$ cat config.mk
export PLATFORM = sky130hd
export DESIGN_NAME = vlen_set_unit
export DESIGN_NICKNAME = d
export VERILOG_FILES = /design/src/rtl/vlen_pkg.sv /design/src/rtl/vlen_decode.sv /design/src/rtl/vlen_resolve.sv /design/src/rtl/vlen_commit.sv /design/src/rtl/vlen_set_unit.sv
export SDC_FILE = /design/constraint.sdc
export NUM_CORES = 1
export LEC_CHECK = 0
export BUFFER_PORTS_ARGS = -buffer_cell sky130_fd_sc_hd__buf_2
export CORE_MARGIN = 4
export CORE_UTILIZATION = 25
export CTS_CLUSTER_DIAMETER = 40
export DETAILED_ROUTE_END_ITERATION = 10
export GPL_TIMING_DRIVEN = 0
export SYNTH_ARGS = -nofsm -noshare
export SYNTH_HDL_FRONTEND = slang
export SYNTH_HIERARCHICAL = 1
export SYNTH_SLANG_ARGS = --single-unit
export TNS_END_PERCENT = 10
$ cat constraint.sdc
create_clock -name clk -period 7.7 [get_ports clk]
set_input_delay 0.385 -clock clk [delete_from_list [all_inputs] [get_ports clk]]
set_output_delay 0.385 -clock clk [all_outputs]
set_load 0.05 [all_outputs]
$ cat src/rtl/vlen_pkg.sv
package vlen_pkg;

    localparam int IDX_W = 5;
    localparam int IMM_W = 7;
    localparam int CR_W  = 4;
    localparam logic [5:0] PRIMARY_OPC = 6'd19;

    // Field layout, MSB first (bit 0 of the word is the MSB).
    typedef struct packed {
        logic [5:0]       opc;
        logic [IDX_W-1:0] dst;
        logic [IDX_W-1:0] src;
        logic [IMM_W-1:0] imm;
        logic             rsvd;
        logic             len_sel;
        logic             max_sel;
        logic [4:0]       xop;
        logic             rec;
    } op_word_t;

    typedef enum logic [1:0] {
        LSRC_KEEP = 2'd0,
        LSRC_IMM  = 2'd1,
        LSRC_REG  = 2'd2
    } len_src_e;

    typedef struct packed {
        logic neg;
        logic pos;
        logic zero;
        logic ovf;
    } cond_t;

    function automatic len_src_e pick_src(input logic len_sel, input logic [IDX_W-1:0] src);
        if (!len_sel)        return LSRC_KEEP;
        else if (src != '0)  return LSRC_REG;
        else                 return LSRC_IMM;
    endfunction

    function automatic cond_t cond_of(input logic is_zero, input logic ovf);
        cond_t c;
        c.neg  = 1'b0;
        c.pos  = !is_zero;
        c.zero = is_zero;
        c.ovf  = ovf;
        return c;
    endfunction

endpackage

$ cat src/rtl/vlen_decode.sv
module vlen_decode import vlen_pkg::*; #(
    parameter logic [4:0] XOP = 5'd27
) (
    input  logic [31:0]      instr,
    output logic             legal,
    output len_src_e         src_kind,
    output logic             max_sel,
    output logic [IMM_W-1:0] imm,
    output logic [IDX_W-1:0] dst,
    output logic             rec
);
    op_word_t w;

    assign w        = op_word_t'(instr);
    assign legal    = (w.opc == PRIMARY_OPC) && (w.xop == XOP) && !w.rsvd;
    assign src_kind = pick_src(w.len_sel, w.src);
    assign max_sel  = w.max_sel;
    assign imm      = w.imm;
    assign dst      = w.dst;
    assign rec      = w.rec;

    always_comb begin
        assert (!(w.len_sel == 1'b0) || src_kind == LSRC_KEEP)
            else $error("p_keep_src_r4: cleared select must keep current length");
    end
endmodule

$ cat src/rtl/vlen_resolve.sv
module vlen_resolve import vlen_pkg::*; #(
    parameter int XLEN  = 64,
    parameter int LEN_W = 7
) (
    input  len_src_e         src_kind,
    input  logic             max_sel,
    input  logic [IMM_W-1:0] imm,
    input  logic [XLEN-1:0]  src_val,
    input  logic [LEN_W-1:0] cur_len,
    input  logic [LEN_W-1:0] cur_max,
    output logic [LEN_W-1:0] new_len,
    output logic [LEN_W-1:0] new_max,
    output logic             len_zero
);
    logic [LEN_W-1:0] imm_ext;
    logic [XLEN-1:0]  cand;
    logic [XLEN-1:0]  max_wide;

    generate
        if (LEN_W == IMM_W) begin : g_imm_same
            assign imm_ext = imm;
        end else if (LEN_W > IMM_W) begin : g_imm_pad
            assign imm_ext = {{(LEN_W-IMM_W){1'b0}}, imm};
        end else begin : g_imm_cut
            assign imm_ext = imm[LEN_W-1:0];
        end
    endgenerate

    always_comb begin
        unique case (src_kind)
            LSRC_REG: cand = src_val;
            LSRC_IMM: cand = XLEN'(imm_ext);
            default:  cand = XLEN'(cur_len);
        endcase
    end

    assign new_max  = max_sel ? imm_ext : cur_max;
    assign max_wide = XLEN'(new_max);
    assign new_len  = (cand < max_wide) ? LEN_W'(cand) : new_max;
    assign len_zero = (new_len == '0);

    always_comb begin
        assert (new_len <= new_max)
            else $error("p_min_comb_r5: final length above maximum");
    end
endmodule

$ cat src/rtl/vlen_commit.sv
module vlen_commit import vlen_pkg::*; #(
    parameter int XLEN  = 64,
    parameter int LEN_W = 7
) (
    input  logic             clk,
    input  logic             rst,
    input  logic             in_valid,
    input  logic             legal,
    input  logic [LEN_W-1:0] new_len,
    input  logic [LEN_W-1:0] new_max,
    input  logic             len_zero,
    input  logic [IDX_W-1:0] dst,
    input  logic             rec,
    input  logic             so_in,
    output logic             len_we,
    output logic [LEN_W-1:0] len_next,
    output logic [LEN_W-1:0] max_next,
    output logic             gpr_we,
    output logic [IDX_W-1:0] gpr_idx,
    output logic [XLEN-1:0]  gpr_data,
    output logic             cond_we,
    output logic [CR_W-1:0]  cond_val,
    output logic             illegal
);
    logic  take;
    cond_t cond_d;

    assign take   = in_valid && legal;
    assign cond_d = cond_of(len_zero, so_in);

    always_ff @(posedge clk) begin
        if (rst) begin
            len_we   <= 1'b0;
            gpr_we   <= 1'b0;
            cond_we  <= 1'b0;
            illegal  <= 1'b0;
            len_next <= '0;
            max_next <= '0;
            gpr_idx  <= '0;
            cond_val <= '0;
        end else begin
            len_we  <= take;
            gpr_we  <= take && (dst != '0);
            cond_we <= take && rec;
            illegal <= in_valid && !legal;
            if (take) begin
                len_next <= new_len;
                max_next <= new_max;
                gpr_idx  <= dst;
                cond_val <= cond_d;
            end
        end
    end

    assign gpr_data = XLEN'(len_next);

    p_clamp_r5: assert property (@(posedge clk) disable iff (rst)
        len_we |-> (len_next <= max_next));

    p_illegal_quiet_r1: assert property (@(posedge clk) disable iff (rst)
        illegal |-> !(len_we || gpr_we || cond_we));

    p_idle_quiet_r8: assert property (@(posedge clk) disable iff (rst)
        !in_valid |=> !(len_we || gpr_we || cond_we || illegal));

    p_dst_nonzero_r6: assert property (@(posedge clk) disable iff (rst)
        gpr_we |-> (gpr_idx != '0) && len_we);

    p_cond_code_r7: assert property (@(posedge clk) disable iff (rst)
        cond_we |-> !cond_val[3] && ($countones(cond_val[2:1]) == 1)
                    && (cond_val[1] == (len_next == '0)) && len_we);

    p_cond_ovf_r7: assert property (@(posedge clk) disable iff (rst)
        cond_we |-> (cond_val[0] == $past(so_in)));
endmodule

$ cat src/rtl/vlen_set_unit.sv
module vlen_set_unit import vlen_pkg::*; #(
    parameter int         XLEN  = 64,
    parameter int         LEN_W = 7,
    parameter logic [4:0] XOP   = 5'd27
) (
    input  logic              clk,
    input  logic              rst,
    input  logic              in_valid,
    input  logic [31:0]       instr,
    input  logic [XLEN-1:0]   src_val,
    input  logic [LEN_W-1:0]  cur_len,
    input  logic [LEN_W-1:0]  cur_max,
    input  logic              so_in,
    output logic              len_we,
    output logic [LEN_W-1:0]  len_next,
    output logic [LEN_W-1:0]  max_next,
    output logic              gpr_we,
    output logic [4:0]        gpr_idx,
    output logic [XLEN-1:0]   gpr_data,
    output logic              cond_we,
    output logic [3:0]        cond_val,
    output logic              illegal
);
    logic             legal;
    len_src_e         src_kind;
    logic             max_sel;
    logic [IMM_W-1:0] imm;
    logic [IDX_W-1:0] dst;
    logic             rec;
    logic [LEN_W-1:0] new_len;
    logic [LEN_W-1:0] new_max;
    logic             len_zero;

    vlen_decode #(.XOP(XOP)) u_decode (
        .instr    (instr),
        .legal    (legal),
        .src_kind (src_kind),
        .max_sel  (max_sel),
        .imm      (imm),
        .dst      (dst),
        .rec      (rec)
    );

    vlen_resolve #(.XLEN(XLEN), .LEN_W(LEN_W)) u_resolve (
        .src_kind (src_kind),
        .max_sel  (max_sel),
        .imm      (imm),
        .src_val  (src_val),
        .cur_len  (cur_len),
        .cur_max  (cur_max),
        .new_len  (new_len),
        .new_max  (new_max),
        .len_zero (len_zero)
    );

    vlen_commit #(.XLEN(XLEN), .LEN_W(LEN_W)) u_commit (
        .clk      (clk),
        .rst      (rst),
        .in_valid (in_valid),
        .legal    (legal),
        .new_len  (new_len),
        .new_max  (new_max),
        .len_zero (len_zero),
        .dst      (dst),
        .rec      (rec),
        .so_in    (so_in),
        .len_we   (len_we),
        .len_next (len_next),
        .max_next (max_next),
        .gpr_we   (gpr_we),
        .gpr_idx  (gpr_idx),
        .gpr_data (gpr_data),
        .cond_we  (cond_we),
        .cond_val (cond_val),
        .illegal  (illegal)
    );
endmodule

==> results by group <==
Run status
  • Status: complete, no violations

Detailed routing
  • Routed WL: 7.51 mm
  • Via count: 2474
  • Met2 WL: 4.01 mm
  • Met1 WL: about 2.7 mm
  • Avg WL per Cell: 12.2 um
  • Drt drc: 0
  • Highest routed layer: met4
  • Via density: 4.02
  • Detailed Routing Iterations Pass 1: 4
  • DRT iter0 DRCs: 50
  • Met3 wire length: 785 um
  • ANT nets after route: 0

Critical path
  • Endpoint class of the critical path: register
  • Critical path class: primary input to register
  • Crit path DAT: 3560 ps
  • WP data required: 7870 ps
  • Critical path fanouts, max: 10
  • Worst setup SP type: primary input

Global route
  • Initial antenna violation count: 0
  • First-pass GRT wire length: 11.2 mm
  • Total global-route track usage: 11.8%
  • Vias in the first global route: roughly 2.5k
  • Grt total ovfl: 0
  • Pin count of the biggest net entering global routing: 16

Hold path
  • Worst hold path type: primary input to register

Final layout
  • Layout cell share with drive strength beyond 1: 53.9%
  • Register area: 520 um^2
  • Fillers: 1043
  • Area of the multi-input gates: 1450 um^2
  • Inserted Diodes: 0
  • Area growth syn-to-layout: 44.0%
  • Final net count: 605
  • Fin cells: 615

Synthesis
  • Async set or reset register ratio after synthesis: 0%
  • Post-Syn Area: ~2500 um^2
  • Most used DFF post-synth: dfxtp_1
  • Syn Area/Cell: 8.60 um^2
  • Unique masters post-synth: 40
  • Yosys warning count: 6
  • Sequential fraction of the synthesis area: 20.8%
  • Cell count after synthesis: 291
  • Post-synth EDFFs: 0
  • Register bit total from synthesis: 26

Floorplanning
  • Site Rows: 36
  • Initial Util: 25.6%
  • I/O pin cnt: just over 200
  • Die Height: 108 um
  • Die extent in x: 108 um
  • Core region area: between 9000 and 10000 um^2
  • Die Area: 11700 um^2

Job
  • MaxCap Viol Count: 0

Place
  • Placed cell count: 611
  • GP Congestion: 0.757
  • Hpwl dp: 6.56 mm
  • PortBufs: 130

Power and ir drop
  • VDD IR max: 0.0709 mV
  • Power Dens Cells: between 100 and 150 nW/um^2
  • LEAKAGE: 1.94 nW

CTS
  • Hold Buf Count CTS: 0
  • CTS Buffer Depth: 2
  • CTS buffer count: 3
  • Post-CTS Resized: 0
  • Post-CTS Setup Repair Bufs: 0
  • CTS root buffer: clkbuf_8
  • Worst-Skew Late Latency: 270 ps
  • CTS tree: done
  • Clock Sinks: 26
  • CTS clk-pin slew, worst paths: 100 ps
  • H-tree lvl count: 1

STA
  • Fmax: roughly 0.30 GHz
  • Fin crit period: 3390 ps
  • Total negative slack: 0 ps
  • Final Max Slew Viols: 0
  • Final Cycle Share: 44.0%
  • RSZ-0062 raised after global routing: false
  • Clock skew: 0 ps
  • Hold Vio Cnt, Final: 0
  • Setup violators final: 0
state kept, by name (all words and copies together) (netlist names):
register / count
u_commit/len_next: 7
u_commit/gpr_we: 1
u_commit/illegal: 1
u_commit/len_we: 1
u_commit/cond_val: 3
u_commit/max_next: 7
u_commit/cond_we: 1
u_commit/gpr_idx: 5
worst max-delay path: stages:
cell      delay, ps
buf_2           100
nor3_1          200
and3_1          210
inv_1            50
ha_1            360
clkbuf_1        300
nor2_1           80
a21oi_1         260
inv_1            80
ha_1            310
a21oi_1         190
nand3_1         100
o21ai_1         220
nand3_4         200
mux2_4          340
nand3_1         100
a21oi_2          60
synth_stat cells, types with 4 or more instances:
cell / instances / area share [%]
buf_4: 82 / 25
dfxtp_1: 26 / 21
nand3_1: 25 / 5.0
a21bo_1: 15 / 6.0
a21oi_2: 15 / 5.2
a21oi_1: 11 / 2.2
inv_1: 11 / 1.6
nor4_1: 11 / 2.7
mux2i_1: 10 / 4.0
ha_1: 8 / 4.0
a22oi_1: 7 / 2.1
a21bo_2: 6 / 2.4
buf_2: 6 / 1.2
nand2_1: 6 / 0.90
nor2_1: 6 / 0.90
buf_6: 5 / 2.2
nand4_1: 5 / 1.2
mux2_4: 4 / 2.4
nor4_2: 4 / 2.0
o21ai_0: 4 / 0.80
placed cells by master (no fill, tap or decap), types with 7 or more instances in the layout:
cell	synthesis	layout
conb_1	1	58
a22oi_1	7	7
inv_1	11	11
buf_2	6	136
a21bo_1	15	15
dfxtp_1	26	26
a21oi_2	15	15
nand3_1	25	25
mux2i_1	10	10
nor4_1	11	11
ha_1	8	8
a21oi_1	11	11
buf_4	82	82
where the power goes:
| part | switching, mW | internal (mW) | total (mW) | leakage (nW) |
|---|---|---|---|---|
| sequential | 0.0000573 | 0.135 | 0.135 | 0.210 |
| clock | 0.0441 | 0.0696 | 0.114 | 0.0357 |
| combinational | 0.108 | 0.0669 | 0.175 | 1.69 |
| total | 0.153 | 0.271 | 0.424 | 1.94 |
through the flow:
stage / setup WS, ps / hold slack [ps] / power, mW / area [um^2] / util [%]
detailed placement: 3980 / 506 / 0.313 / 3530 / 36.2
global placement: 4050 / 494 / 0.310 / 3530 / 36.2
floorplan: 4510 / 541 / 0.276 / 2720 / -
finish: 4310 / 380 / 0.424 / 3610 / 36.9
global route: 4020 / 384 / 0.444 / 3610 / 36.9
CTS: 4260 / 374 / 0.427 / 3610 / 36.9
area by class of cell:
class,instances,share of cell area [%]
buffer,95,19.7
clock buffer,3,1.15
clock inverter,1,0.833
inverter,11,1.15
multi-input combinational,216,40.1
sequential,26,14.4
tap,133,4.61
timing repair buffer,130,18.0
worst paths after layout:
kind | start | to | slack (ps) | cells after the start
setup / recovery | instr[17] | u_commit/len_next[5]$_SDFFE_PP0P_ | 4310 | 17
hold / removal | instr[22] | u_commit/gpr_idx[1]$_SDFFE_PP0P_ | 380 | 3
setup reg to reg | u_commit/len_next[0]$_SDFFE_PP0P_ | u_commit/len_next[0]$_SDFFE_PP0P_ | 6900 | 2
hold reg to reg | u_commit/cond_val[2]$_SDFFE_PP0P_ | u_commit/cond_val[2]$_SDFFE_PP0P_ | 510 | 2
cell families (layout without fill, tap and decap cells):
family / after synthesis / after routing / share of synthesized area (%)
adder cells (fa/ha/maj): 8 / 8 / 4.00
buffers and inverters: 106 / 240 / 30.0
multiplexers: 15 / 15 / 6.85
flip-flops: 26 / 26 / 20.8
AO/OA/AOI/OAI: 66 / 66 / 21.4
other: 1 / 58 / 0.150
AND/OR/NAND/NOR: 69 / 69 / 16.8
per-layer routing:
metal  vias up  track usage [%]
met3         2             3.40
li1       1278                -
met4         0             1.35
met1      1084             11.5
met5         -                0
met2       110             24.7
Power figures use the tool's default switching activity.
